[config.mk]
export PLATFORM = sky130hd
export DESIGN_NAME = cfg_word_sequencer
export DESIGN_NICKNAME = d
export VERILOG_FILES = /design/src/rtl/cfgseq_pkg.sv /design/src/rtl/cfgseq_phase_ctl.sv /design/src/rtl/cfgseq_word_mux.sv /design/src/rtl/cfg_word_sequencer.sv
export SDC_FILE = /design/constraint.sdc
export NUM_CORES = 1
export LEC_CHECK = 0
export CAP_MARGIN = 25
export CELL_PAD_IN_SITES_DETAIL_PLACEMENT = 1
export CELL_PAD_IN_SITES_GLOBAL_PLACEMENT = 2
export CORE_ASPECT_RATIO = 1.75
export CORE_MARGIN = 10
export CORE_UTILIZATION = 34
export DETAILED_ROUTE_END_ITERATION = 8
export DONT_BUFFER_PORTS = 1
export PLACE_DENSITY = 0.88
export SKIP_CTS_REPAIR_TIMING = 1
export SKIP_LAST_GASP = 1
export SYNTH_ARGS = -nofsm -noshare
export SYNTH_HDL_FRONTEND = slang
export SYNTH_HIERARCHICAL = 1
export SYNTH_SLANG_ARGS = --single-unit
[constraint.sdc]
create_clock -name clk -period 4.1 [get_ports clk]
set_clock_uncertainty 0.1 [all_clocks]
set_input_delay 0.82 -clock clk [delete_from_list [all_inputs] [get_ports clk]]
set_output_delay 0.82 -clock clk [all_outputs]
set_load 0.005 [all_outputs]
[src/rtl/cfgseq_pkg.sv]
package cfgseq_pkg;

  typedef enum logic [2:0] {
    PH_IDLE,
    PH_HEAD,
    PH_PREFIX,
    PH_PAYLOAD,
    PH_PAD,
    PH_TAIL
  } phase_e;

  localparam logic [3:0] K_HEAD_WR = 4'd0;
  localparam logic [3:0] K_HEAD_RD = 4'd1;
  localparam logic [3:0] K_TAIL_WR = 4'd2;
  localparam logic [3:0] K_TAIL_RD = 4'd3;
  localparam logic [3:0] K_ADDR_CMD = 4'd4;
  localparam logic [3:0] K_PFX_WR = 4'd5;
  localparam logic [3:0] K_PFX_RD = 4'd6;

  // Constant command word for table kind and slot index
  function automatic logic [31:0] seq_word(logic [3:0] kind, logic [7:0] slot);
    logic [15:0] low;
    low = 16'h3C5A + ({8'h00, slot} * 16'h0101);
    return {4'hE, kind, slot, low};
  endfunction

endpackage

[src/rtl/cfgseq_phase_ctl.sv]
module cfgseq_phase_ctl
  import cfgseq_pkg::*;
#(
  parameter int HEAD_WR_LEN = 14,
  parameter int HEAD_RD_LEN = 6,
  parameter int TAIL_WR_LEN = 9,
  parameter int TAIL_RD_LEN = 2,
  parameter int PREFIX_LEN  = 5,
  parameter int FRAME_WORDS = 41,
  parameter int CW          = 6
) (
  input  logic          clk,
  input  logic          rst_n,
  input  logic          start,
  input  logic          rd_mode_in,
  input  logic          word_fire,
  input  logic          marker_pop,
  output phase_e        phase,
  output logic [CW-1:0] idx,
  output logic          mode_q,
  output logic          done,
  output logic          seq_last
);

  function automatic int slot_count(phase_e ph, logic rd);
    case (ph)
      PH_HEAD:    return rd ? HEAD_RD_LEN : HEAD_WR_LEN;
      PH_PREFIX:  return PREFIX_LEN;
      PH_PAYLOAD: return FRAME_WORDS;
      PH_PAD:     return FRAME_WORDS;
      PH_TAIL:    return rd ? TAIL_RD_LEN : TAIL_WR_LEN;
      default:    return 1;
    endcase
  endfunction

  function automatic phase_e phase_after(phase_e ph);
    case (ph)
      PH_HEAD:    return PH_PREFIX;
      PH_PREFIX:  return PH_PAYLOAD;
      PH_PAYLOAD: return PH_PREFIX;
      PH_PAD:     return PH_TAIL;
      default:    return PH_IDLE;
    endcase
  endfunction

  always_comb seq_last = (idx == CW'(slot_count(phase, mode_q) - 1));

  always_ff @(posedge clk or negedge rst_n) begin
    if (!rst_n) begin
      phase  <= PH_IDLE;
      idx    <= '0;
      mode_q <= 1'b0;
      done   <= 1'b0;
    end else begin
      done <= 1'b0;
      if (phase == PH_IDLE) begin
        if (start) begin
          phase  <= PH_HEAD;
          idx    <= '0;
          mode_q <= rd_mode_in;
        end
      end else if (marker_pop) begin
        phase <= mode_q ? PH_TAIL : PH_PAD;
        idx   <= '0;
      end else if (word_fire) begin
        if (seq_last) begin
          idx   <= '0;
          phase <= phase_after(phase);
          if (phase == PH_TAIL) done <= 1'b1;
        end else begin
          idx <= idx + 1'b1;
        end
      end
    end
  end

endmodule

[src/rtl/cfgseq_word_mux.sv]
module cfgseq_word_mux
  import cfgseq_pkg::*;
#(
  parameter int DATA_W = 32,
  parameter int CW     = 6
) (
  input  phase_e            phase,
  input  logic [CW-1:0]     idx,
  input  logic              mode_q,
  input  logic              addr_valid,
  input  logic [DATA_W-1:0] addr_data,
  input  logic              din_valid,
  input  logic [DATA_W-1:0] din_data,
  input  logic              out_ready,
  output logic              out_valid,
  output logic [DATA_W-1:0] out_data,
  output logic              out_read,
  output logic              addr_ready,
  output logic              din_ready,
  output logic              marker_pop,
  output logic              word_fire
);

  logic       is_marker;
  logic [7:0] slot;

  assign is_marker = &addr_data;
  assign slot      = 8'(idx);

  always_comb begin
    out_valid  = 1'b0;
    out_data   = '0;
    out_read   = 1'b0;
    addr_ready = 1'b0;
    din_ready  = 1'b0;
    marker_pop = 1'b0;
    case (phase)
      PH_HEAD: begin
        out_valid = 1'b1;
        out_data  = DATA_W'(seq_word(mode_q ? K_HEAD_RD : K_HEAD_WR, slot));
      end
      PH_PREFIX: begin
        if (idx == '0) begin
          if (addr_valid && is_marker) begin
            addr_ready = 1'b1;
            marker_pop = 1'b1;
          end else begin
            out_valid = addr_valid;
            out_data  = DATA_W'(seq_word(K_ADDR_CMD, 8'h00));
          end
        end else if (idx == CW'(1)) begin
          out_valid  = addr_valid;
          out_data   = addr_data;
          addr_ready = out_ready;
        end else begin
          out_valid = 1'b1;
          out_data  = DATA_W'(seq_word(mode_q ? K_PFX_RD : K_PFX_WR, slot));
        end
      end
      PH_PAYLOAD: begin
        if (mode_q) begin
          out_valid = 1'b1;
          out_read  = 1'b1;
        end else begin
          out_valid = din_valid;
          out_data  = din_data;
          din_ready = out_ready;
        end
      end
      PH_PAD: begin
        out_valid = 1'b1;
      end
      PH_TAIL: begin
        out_valid = 1'b1;
        out_data  = DATA_W'(seq_word(mode_q ? K_TAIL_RD : K_TAIL_WR, slot));
      end
      default: ;
    endcase
  end

  assign word_fire = out_valid && out_ready;

endmodule

[src/rtl/cfg_word_sequencer.sv]
module cfg_word_sequencer
  import cfgseq_pkg::*;
#(
  parameter int DATA_W      = 32,
  parameter int FRAME_WORDS = 41,
  parameter int HEAD_WR_LEN = 14,
  parameter int HEAD_RD_LEN = 6,
  parameter int TAIL_WR_LEN = 9,
  parameter int TAIL_RD_LEN = 2,
  parameter int PREFIX_LEN  = 5
) (
  input  logic              clk,
  input  logic              rst_n,
  input  logic              start,
  input  logic              rd_mode,
  input  logic              addr_valid,
  input  logic [DATA_W-1:0] addr_data,
  output logic              addr_ready,
  input  logic              din_valid,
  input  logic [DATA_W-1:0] din_data,
  output logic              din_ready,
  output logic              out_valid,
  output logic [DATA_W-1:0] out_data,
  output logic              out_read,
  input  logic              out_ready,
  output logic              busy,
  output logic              done
);

  localparam int MAX_A   = (HEAD_WR_LEN > HEAD_RD_LEN) ? HEAD_WR_LEN : HEAD_RD_LEN;
  localparam int MAX_B   = (TAIL_WR_LEN > TAIL_RD_LEN) ? TAIL_WR_LEN : TAIL_RD_LEN;
  localparam int MAX_C   = (FRAME_WORDS > PREFIX_LEN) ? FRAME_WORDS : PREFIX_LEN;
  localparam int MAX_AB  = (MAX_A > MAX_B) ? MAX_A : MAX_B;
  localparam int MAX_LEN = (MAX_AB > MAX_C) ? MAX_AB : MAX_C;
  localparam int CW      = $clog2(MAX_LEN + 1);

  phase_e        phase;
  logic [CW-1:0] idx;
  logic          mode_q;
  logic          word_fire;
  logic          marker_pop;
  logic          seq_last;

  cfgseq_phase_ctl #(
    .HEAD_WR_LEN(HEAD_WR_LEN), .HEAD_RD_LEN(HEAD_RD_LEN),
    .TAIL_WR_LEN(TAIL_WR_LEN), .TAIL_RD_LEN(TAIL_RD_LEN),
    .PREFIX_LEN(PREFIX_LEN), .FRAME_WORDS(FRAME_WORDS), .CW(CW)
  ) u_ctl (
    .clk(clk), .rst_n(rst_n), .start(start), .rd_mode_in(rd_mode),
    .word_fire(word_fire), .marker_pop(marker_pop),
    .phase(phase), .idx(idx), .mode_q(mode_q), .done(done), .seq_last(seq_last)
  );

  cfgseq_word_mux #(.DATA_W(DATA_W), .CW(CW)) u_mux (
    .phase(phase), .idx(idx), .mode_q(mode_q),
    .addr_valid(addr_valid), .addr_data(addr_data),
    .din_valid(din_valid), .din_data(din_data), .out_ready(out_ready),
    .out_valid(out_valid), .out_data(out_data), .out_read(out_read),
    .addr_ready(addr_ready), .din_ready(din_ready),
    .marker_pop(marker_pop), .word_fire(word_fire)
  );

  assign busy = (phase != PH_IDLE);

endmodule

* Yosys cells after proc, flatten, opt, wreduce, memory -nomap -nowiden
Index checks and enable logic that the tools add are counted.
** Storage, ports and cells
- Bits in registers :: 11
- Bits of input ports :: 71
- Output and inout port bits :: 38
** Cells by class
- $add $sub $neg :: 3
- Multipliers :: 1
- Eq/ne operators :: 8
- Mux-type cells :: 43
- Reductions and logical operators :: 14
** Operators with widths (count)
- $mux 32 :: 4
- $pmux 32 s4 :: 1
- $reduce_and 32->1 :: 1
- $mux 6 :: 5
- $pmux 6 s4 :: 1
- $mux 1 :: 22
- $add 14x16->16 const A :: 1
- $mul 6x9->15 const B :: 1
- $mux 3 :: 5
- $pmux 3 s3 :: 1
- $reduce_bool 3->1 :: 3
- $mux 4 :: 2
- $add 6x1->6 const B :: 1
- $eq 3x2->1 const B :: 2
- $eq 3x3->1 const B :: 2
- $eq 6x1->1 const B :: 1
- $eq 6x6->1 :: 1
- $logic_not 6->1 :: 1
- $sub 6x2->6 const B :: 1
- $reduce_and 2->1 :: 2
- $reduce_or 2->1 :: 2
- $eq 3x1->1 const B :: 1
- $logic_not 3->1 :: 1
- $pmux 1 s3 :: 1
- other kinds (5) :: 6

* Longest topological paths before layout
Gate-level depths: netlist (run 1).
- Depth after elaboration :: 9
- Gate-level depth with buffers :: 13
- Depth with buffers taken out :: 12

* Hierarchy
Netlist (run 1), hierarchy kept.
** Modules (own cells, without submodules)
- cfgseq_word_mux :: times used 1, cells an instance 215, area each 1446.4 um^2, sequential area each 0.0 um^2
- cfgseq_phase_ctl :: times used 1, cells an instance 92, area each 849.6 um^2, sequential area each 275.3 um^2
- cfg_word_sequencer :: times used 1, cells an instance 1, area each 6.3 um^2, sequential area each 0.0 um^2

* Worst setup path before layout (run 1)
Ideal clock, no wire load.
- Path kind :: flip-flop to output port
- Start :: register u_ctl.idx[4]
- End :: output out_data[13]
- Arrival :: 2.507 ns
- Slack :: 0.673 ns
- Cell stages (with the launch flop) :: 9
- Cells stage by stage :: dfrtp_1 inv_1 ha_1 fa_1 inv_1 ha_1 or4_1 o211a_1 o221ai_2
** On the way
- Cells in the longest elaborated chain, start to end :: 5
- Elaborated cells on any way between the ends :: 7
- Classes of those cells :: add/sub (1); mul (1); eq/ne (1); mux (3); reduce/logical (1)
** RTL lines
- from (decl) :: RTL line cfgseq_phase_ctl.sv:19 : output logic [CW-1:0] idx,
- from (signal assigned) :: RTL line cfgseq_phase_ctl.sv:71 : idx <= idx + 1'b1;
- $mul 6x9->15 :: RTL line cfgseq_pkg.sv:23 : low = 16'h3C5A + ({8'h00, slot} * 16'h0101);
- $add 14x16->16 :: RTL line cfgseq_pkg.sv:23
- $mux 32 :: RTL line cfgseq_word_mux.sv:51 : end else if (idx == CW'(1)) begin
- $mux 32 :: RTL line cfgseq_word_mux.sv:43 : if (idx == '0) begin
- $pmux 32 s4 (*) :: RTL line cfgseq_word_mux.sv:37 : case (phase)
- to (decl) :: RTL line cfg_word_sequencer.sv:23 : output logic [DATA_W-1:0] out_data,
Every way passes the cells marked *; elsewhere a longest branch is shown, timed or not.

* Worst setup path in the final report (run 1)
- Start :: register u_ctl.idx[3]
- End :: output out_data[12]
The elaborated chain is that of the path after synthesis.

==> results of run 1 <==
==> state kept, by name (all words and copies together), names as in the netlist <==
register	count
u_ctl/phase	3
u_ctl/mode_q	1
u_ctl/idx	6
u_ctl/done	1
==> synthesized netlist by cell type (3+ instances only) <==
| cell | number | area (µm²) |
|---|---|---|
| a21oi_1 | 15 | 75.1 |
| and3_1 | 3 | 18.8 |
| o31ai_1 | 6 | 45.0 |
| inv_1 | 16 | 60.1 |
| nand4_1 | 12 | 75.1 |
| nand3_1 | 4 | 20.0 |
| o21a_1 | 4 | 30.0 |
| o21ai_0 | 27 | 135 |
| nor4_1 | 3 | 18.8 |
| xor2_1 | 5 | 43.8 |
| a22o_1 | 7 | 61.3 |
| and2_1 | 5 | 31.3 |
| o21ai_1 | 8 | 40.0 |
| dfrtp_1 | 11 | 275 |
| nand4b_1 | 4 | 35.0 |
| nor2b_1 | 5 | 31.3 |
| a222oi_1 | 3 | 30.0 |
| nand2b_1 | 5 | 31.3 |
| ha_1 | 20 | 250 |
| nor3_1 | 5 | 25.0 |
| clkbuf_1 | 8 | 30.0 |
| or3_1 | 5 | 31.3 |
| nand2_1 | 21 | 78.8 |
| a21boi_0 | 4 | 30.0 |
| a22oi_1 | 14 | 105 |
| nor2_1 | 18 | 67.6 |
| xnor2_1 | 9 | 78.8 |
| buf_2 | 5 | 25.0 |
| a21o_1 | 4 | 30.0 |
==> critical path: stages (launching register included) <==
cell,delay [ns]
dfrtp_1,0.47
ha_1,0.29
fa_1,0.48
ha_1,0.26
a22oi_1,0.40
nor3b_1,0.16
xnor2_1,0.18
o21a_1,0.20
o221ai_1,0.27
==> cell families (layout without fill, tap and decap cells) <==
logic type / count (synthesis) / after routing
adder cells (fa/ha/maj): 22 / 22
flip-flops: 11 / 11
buffers and inverters: 34 / 36
multiplexers: 3 / 3
AND/OR/NAND/NOR: 111 / 111
AO/OA/AOI/OAI: 113 / 113
XOR/XNOR: 14 / 14
==> per-layer routing <==
metal	global-route usage (%)	part of all wire, %	vias up	wire [µm]
li1	-	-	1174	-
met1	16.9	33	1215	3170
met2	31.4	52	118	5060
met3	5.37	11	25	1030
met4	9.26	4.1	0	391
met5	0	0	-	0
==> cell type report <==
type | instances | share of cell area (%)
multi-input cells | 263 | 74.9
inverters | 18 | 2.70
flip-flops and latches | 11 | 11.0
repair buffers | 14 | 4.20
clock buffers | 4 | 3.15
well taps | 82 | 4.10
==> power groups by stage <==
stage	registers [mW]	logic (mW)	clock network (mW)
finish	0.255	1.32	0.178
global route	0.271	1.46	0.188
CTS	0.256	1.32	0.182
detailed placement	0.258	1.31	0
global placement	0.252	1.28	0
floorplan	0.228	0.963	0
==> final timing paths <==
check                               start             end  slack (ns)  cells after the start
max                          u_ctl/idx[3]    out_data[12]        0.22                      8
min                                 rst_n    u_ctl/idx[2]        0.18                      0
max reg2reg                  u_ctl/idx[3]  u_ctl/phase[0]        0.87                     11
min reg2reg                u_ctl/phase[2]      u_ctl/done        0.58                      2
max in group asynchronous           rst_n      u_ctl/done        3.65                      0
min in group clk           u_ctl/phase[2]      u_ctl/done        0.58                      2
==> through the flow <==
step	util, %	hold WS (ns)	cells
after floorplan	-	0.424	308
after global placement	37.1	0.425	388
after detailed placement	37.1	0.425	388
after CTS	38.3	0.174	392
after global routing	38.3	0.168	392
final	38.3	0.177	392
==> cell usage in the layout, fill, tap and decap left out, types with 4 or more instances in the layout <==
cell,instances
a21boi_0,4
a21o_1,4
a21oi_1,15
a22o_1,7
a22oi_1,14
and2_1,5
buf_4,14
dfrtp_1,11
ha_1,20
inv_1,16
nand2_1,21
nand2b_1,5
nand3_1,4
nand4_1,12
nand4b_1,4
nor2_1,18
nor2b_1,5
nor3_1,5
o21a_1,4
o21ai_0,27
o21ai_1,8
o31ai_1,6
or3_1,5
xnor2_1,9
xor2_1,5
==> flow_summary.yaml, run 1 <==
run_status:
  outcome: "complete, no violations"
power:
  vdd_drop_max_v: 0.000376
  p_leak_nw: 1.01
  switchingPower_mw: 0.940
  combPwrFrac_pct: 75.2
  cell_internal_pwr_mw: 0.810
  total_power_mw: 1.75
  clkPwrFrac_pct: 10.2
  power.share.sequential_pct: 14.6
  swShare_pct: 53.7
  p_per_area_mw_per_mm2: 699
clock_tree:
  cts_root_buffer: "clkbuf_16"
  cts.sinks: 11
  cts_tree: "yes"
  cts_buffers: 3
  htreeDepth: 1
  clock_latency_ns: 0.24
  path_clk_slew_ns: 0.04
  cts_buffer_depth: 2
sta:
  relSlewSlack_pct: 53.7
  fin_crit_ns: 3.88
  drv_slew: 0
  post-route-worst-setup-slack_ns: 0.219
  finalHoldViolations: 0
  setup_viol: 0
  tightest_slew_ns: 0.695
  fmax_mhz: 258
  fin_crit_sh_pct: 94.7
  rsz0062_at_grt: "false"
  fin_setup_tns_ns: 0
critical_path:
  path_class: "flip-flop to output pin"
  start_kind: "flip-flop"
  arrival_ns: 2.96
  critPathRequiredTime_ns: 3.18
  endpoint_kind: "output pin"
  worstPathMaxFanout: 9
placed_design:
  place_area_mm2: 0.00242
  place_ws_ns: 0.478
  port_buffers: 0
  post-dp-hpwl_um: 8080
  finalWeightedCongestion: 0.913
layout:
  fill_cells: 827
  diodes: 0
  layout.area.seq_um2: 275
  drive_gt1_share_pct: 10.6
  area_delta_synth_final_pct: 8.75
  final_area_mm2: 0.00250
  multi_input_area_mm2: 0.00187
  fin_nets: 403
drt:
  routed_wl_um: 9650
  wl_per_cell_um: 24.6
  drtIter0Drc: 153
  detail_route.vias_per_cell: 6.46
  vias: 2532
  ant_nets: 0
  remaining_drc_errors: 0
  firstDrtPassIters: 4
logic_synthesis:
  synth_compound_area_share_pct: 33.5
  synthDistinctLibCells: 68
  synthArstFlopShare_pct: 100
  netlist_area_mm2: 0.00230
  synth_simple_gate_area_share_pct: 29.0
  synthCells: 308
  yosys.area_share.adder_pct: 12.2
  synth_top_family_by_area: "compound AO/OA/AOI/OAI gates"
  synthMuxAreaShare_pct: 1.41
  seq_area_frac_synth_pct: 12.0
  synth_xor_xnor_area_share_pct: 5.33
  ys_warn_count: 6
  synth-edff-count: 0
  syn_area_per_cell_um2: 7.47
  synth_seq_cells: 11
  synthFlopType: "dfrtp_1"
  synth_fp_nets: 400
worst_hold_path:
  hold_path_class: "primary input to asynchronous set/reset pin"
global_route:
  track_usage_pct: 17.5
  antenna_found_initial: 0
  first_global_vias: 2755
  grt-ovfl-total: 0
  grt_max_degree: 34
  grt_pass1_wl_um: 14700
die:
  dieArea_mm2: 0.0106
  initial_core_util_pct: 35.2
  core_mm2: 0.00654
  die_x_um: 82.2
  die_y_um: 129
  rows: 39
  io_pins: 109
flow_run:
  maxCapViolCount: 0
(Power assumes the default switching activity.)
==> run 2, diff against run 1 <==
- CORE_MARGIN: 10 -> not set
==> run 2 against run 1 <==
  * Sequential power down 6%
  * Worst hold slack got worse by 0.0029 ns
  * Non-clock buffer count down 1
  * Die area down 33%
  * Fmax is 1.3% higher
  * Highest routed layer unchanged
  * Sequential share of layout area rose by 0.055 points
  * Power shrank 0.69%
  * Sequential cell count unchanged
==> flow_summary.yaml, run 2 (synthesis results as in run 1) <==
critical_path:
  worstPathMaxFanout: 9
  endpoint_kind: "output pin"
  crit_chain: "inv_1, ha_1, fa_1, inv_1, ha_1, or4_1, o211a_1, o221ai_2"
  path_class: "flip-flop to output pin"
  path_delay_family: "adder cells"
  arrival_ns: 2.91
  slowest_stage: "fa_1"
  start_kind: "flip-flop"
  critPathRequiredTime_ns: 3.18
  cp_num_buf_inv: 2
  slowest_delay_ns: 0.54
layout:
  regMostFlops: "u_ctl/idx"
  area_delta_synth_final_pct: 8.70
  instances_no_fill: 391
  layout_common_cells: "o21ai_0 (27), nand2_1 (21), ha_1 (20)"
  drive_gt1_share_pct: 11.0
  largestRegisters: "u_ctl/idx: 6 flops, u_ctl/phase: 3 flops"
  final_common_cell: "o21ai_0"
  fin_nets: 402
  largest_reg_flops: 6
  diodes: 0
sta:
  finalHoldViolations: 0
  setup_viol: 0
  drv_slew: 0
  fin_crit_sh_pct: 93.4
  fin_setup_tns_ns: 0
  relSlewSlack_pct: 50.5
  fmax_mhz: 261
  fin_crit_ns: 3.83
  rsz0062_at_grt: "false"
  tightest_slew_ns: 0.742
  post-route-worst-setup-slack_ns: 0.270
placed_design:
  finalWeightedCongestion: 0.915
  port_buffers: 0
  post-dp-hpwl_um: 7050
  dp.cells: 387
  place_ws_ns: 0.369
die:
  die_y_um: 111
  rows: 39
  initial_core_util_pct: 35.2
  core_mm2: 0.00654
  die_x_um: 64.2
  io_pins: 109
  dieArea_mm2: 0.00712
run_status:
  outcome: "complete, no violations"
worst_hold_path:
  hold_path_class: "primary input to asynchronous set/reset pin"
drt:
  drtIter0Drc: 203
  ant_nets: 0
  firstDrtPassIters: 4
  wl_per_cell_um: 22.6
  remaining_drc_errors: 0
  detail_route.vias_per_cell: 6.48
  vias: 2533
  routed_wl_um: 8820
clock_tree:
  clock_latency_ns: 0.24
  path_clk_slew_ns: 0.04
  cts_tree: "yes"
  cts_buffers: 3
  cts.sinks: 11
  cts_root_buffer: "clkbuf_16"
  cts_buffer_depth: 2
  htreeDepth: 1
global_route:
  track_usage_pct: 24.6
  grt_max_degree: 34
  antenna_found_initial: 0
  grt-ovfl-total: 0
  grt_pass1_wl_um: 13600
  first_global_vias: 2628
flow_run:
  maxCapViolCount: 0
power:
  vdd_drop_max_v: 0.000327
  p_leak_nw: 1.00
  p_per_area_mw_per_mm2: 694
==> run 2: cell count changes in the layout (fill, tap and decap cells not counted) <==
cell,before,now
a22oi_1,14,13
a22oi_2,0,1
buf_4,14,13
dfrtp_1,11,10
dfrtp_2,0,1
==> run 2: worst paths after layout <==
path                                      from             end  slack [ns]  cells past startpoint
worst min register to register  u_ctl/phase[2]  u_ctl/phase[2]        0.51                      2
max in group asynchronous                rst_n    u_ctl/idx[4]        3.65                      0
worst min-delay path                     rst_n  u_ctl/phase[0]        0.17                      0
worst max register to register    u_ctl/idx[5]    u_ctl/idx[3]        1.02                     11
worst max-delay path              u_ctl/idx[4]    out_data[13]        0.27                      8
min in group clk                u_ctl/phase[2]  u_ctl/phase[2]        0.51                      2
==> run 2: final cells by class <==
class,count,area (µm²)
Tap cell,82,103
Fill cell,838,4040
Clock buffer,4,78.8
Timing Repair Buffer,13,97.6
Multi-Input combinational cell,263,1880
Inverter,18,67.6
Sequential cell,11,277
==> run 2: layer usage <==
layer	GRT usage, %	vias to the layer above	part of all wire [%]	wire length [µm]
met4	9.63	0	2.8	246
met3	3.19	18	6.2	543
met5	0	-	0	0
met2	46.2	103	54	4770
li1	-	1171	-	-
met1	26.8	1241	37	3260
==> run 2: power breakdown <==
| part | total, mW | switching, mW | internal [mW] |
|---|---|---|---|
| clock network | 0.180 | 0.0498 | 0.131 |
| logic | 1.32 | 0.789 | 0.528 |
| registers | 0.240 | 0.0907 | 0.149 |
==> run 2: stage by stage <==
stage	instance area (µm²)	power (mW)	hold slack, ns	util (%)
global placement	2420	1.50	0.425	37.0
CTS	2500	1.74	0.174	38.2
global route	2500	1.89	0.171	38.3
finish	2500	1.74	0.174	38.3
floorplan	2300	1.19	0.424	-
detailed placement	2420	1.54	0.425	37.0
==> run 3, diff against run 2 <==
- REMOVE_ABC_BUFFERS: not set -> 1
==> run 3 against run 2 <==
  * Global-route usage increased by 1.3 points
  * Clock-buffer cell count is the same
  * Clock power barely moved
  * Utilization is 0.21 points lower
  * Sequential share of layout area about the same
  * Non-clock buffer count decreased by 1
  * First-iteration DRC count down 15%
  * Fmax is 0.14% higher
  * Critical endpoint unchanged
  * Highest routed layer unchanged
==> flow_summary.yaml, run 3 (synthesis results as in run 1) <==
layout:
  diodes: 0
  instances_no_fill: 390
  largestRegisters: "u_ctl/idx: 6 flops, u_ctl/phase: 3 flops"
  area_delta_synth_final_pct: 8.10
  regMostFlops: "u_ctl/idx"
  largest_reg_flops: 6
  fill_cells: 825
  drive_gt1_share_pct: 10.1
  layout.area.seq_um2: 275
  multi_input_area_mm2: 0.00187
  fin_nets: 401
  layout_common_cells: "o21ai_0 (27), nand2_1 (21), ha_1 (20)"
  final_common_cell: "o21ai_0"
critical_path:
  start_kind: "flip-flop"
  arrival_ns: 2.90
  worstPathMaxFanout: 9
  slowest_delay_ns: 0.56
  r2r-end: "u_ctl/phase[0]"
  endpoint_kind: "output pin"
  path_class: "flip-flop to output pin"
  cp_num_buf_inv: 0
  path_delay_family: "adder cells"
  endpoint: "out_data[13]"
  slowest_stage: "or4_1"
  cp.depth: 7
  r2r_cells: 10
  critPathRequiredTime_ns: 3.18
  r2r_slack_ns: 0.91
  crit_chain: "ha_1, fa_1, and3b_1, o2111ai_1, or4_1, o211a_1, o221ai_2"
  r2r_start: "u_ctl/phase[1]"
  worstSetupStartpoint: "u_ctl/idx[3]"
sta:
  finalHoldViolations: 0
  hold_slack_ns: 0.175
  rsz0062_at_grt: "false"
  tightest_slew_ns: 0.758
  setup_viol: 0
  post-route-worst-setup-slack_ns: 0.275
  fmax_mhz: 261
  fin_crit_ns: 3.82
  relSlewSlack_pct: 49.5
  fin_setup_tns_ns: 0
  fin_crit_sh_pct: 93.3
  drv_slew: 0
power:
  total_power_mw: 1.74
  p_per_area_mw_per_mm2: 699
  vdd_drop_max_v: 0.000317
  p_leak_nw: 0.999
placed_design:
  dp.cells: 386
  finalWeightedCongestion: 0.902
  place_ws_ns: 0.549
  port_buffers: 0
  post-dp-hpwl_um: 7370
die:
  dieArea_mm2: 0.00712
  core_mm2: 0.00654
  die_y_um: 111
  initial_core_util_pct: 35.2
  rows: 39
  die_x_um: 64.2
  io_pins: 109
clock_tree:
  cts_buffer_depth: 2
  cts_tree: "yes"
  cts_root_buffer: "clkbuf_16"
  cts.sinks: 11
  clock_latency_ns: 0.24
  path_clk_slew_ns: 0.04
  cts_buffers: 3
  htreeDepth: 1
drt:
  wl_per_cell_um: 23.8
  drtIter0Drc: 173
  firstDrtPassIters: 4
  remaining_drc_errors: 0
  detail_route.vias_per_cell: 6.55
  ant_nets: 0
  routed_wl_um: 9290
  vias: 2555
run_status:
  outcome: "complete, no violations"
global_route:
  first_global_vias: 2701
  grt_pass1_wl_um: 14300
  antenna_found_initial: 0
  grt-ovfl-total: 0
  grt_max_degree: 34
  track_usage_pct: 25.9
flow_run:
  maxCapViolCount: 0
worst_hold_path:
  hold_path_class: "primary input to asynchronous set/reset pin"
==> run 3: cell types whose count changed in the layout (fill, tap and decap cells not counted) <==
cell and change:
dfrtp_1 +1, dfrtp_2 -1, a22oi_1 +1, buf_4 -1, a22oi_2 -1
==> run 3: worst register-to-register path, stage by stage, from the launching register on <==
cell and delay [ns]:
dfrtp_1 0.51, nor2b_1 0.18, o21a_1 0.20, inv_1 0.06, ha_1 0.21, xor2_1 0.27
or3_1 0.17, nand4_1 0.15, nor4b_4 0.70, o21ai_1 0.19, mux2_1 0.34
==> run 3: worst min-delay path by stage <==
stage               cells after the start              to   from
finish                                  0  u_ctl/phase[0]  rst_n
global route                            0      u_ctl/done  rst_n
CTS                                     0  u_ctl/phase[0]  rst_n
detailed placement                      0      u_ctl/done  rst_n
global placement                        0      u_ctl/done  rst_n
floorplan                               0      u_ctl/done  rst_n
==> run 3: per-stage QoR <==
stage          util, %  cell area, µm²
2_1_floorplan        -            2220
3_3_place_gp      36.9            2410
3_5_place_dp      36.9            2410
4_1_cts           38.1            2490
5_1_grt           38.1            2490
6_report          38.1            2490
==> run 3: final cells by class <==
type                            instances  share of cell area [%]
Clock buffer                            4                    3.17
Timing Repair Buffer                   12                    3.62
Sequential cell                        11                    11.1
Inverter                               18                    2.71
Multi-Input combinational cell        263                    75.3
Tap cell                               82                    4.12
==> run 3: layer usage <==
metal	share of wire [%]	wire [µm]	global-route usage, %	vias to the layer above
met5	0	0	0	-
met4	3.5	325	11.1	0
met3	6.3	584	4.01	24
met2	53	4950	47.8	107
met1	37	3430	28.2	1255
li1	-	-	-	1169
==> run 3: report_power, final <==
part	internal, mW	switching (mW)	total (mW)
logic	0.527	0.799	1.33
registers	0.149	0.0879	0.237
clock network	0.130	0.0468	0.177
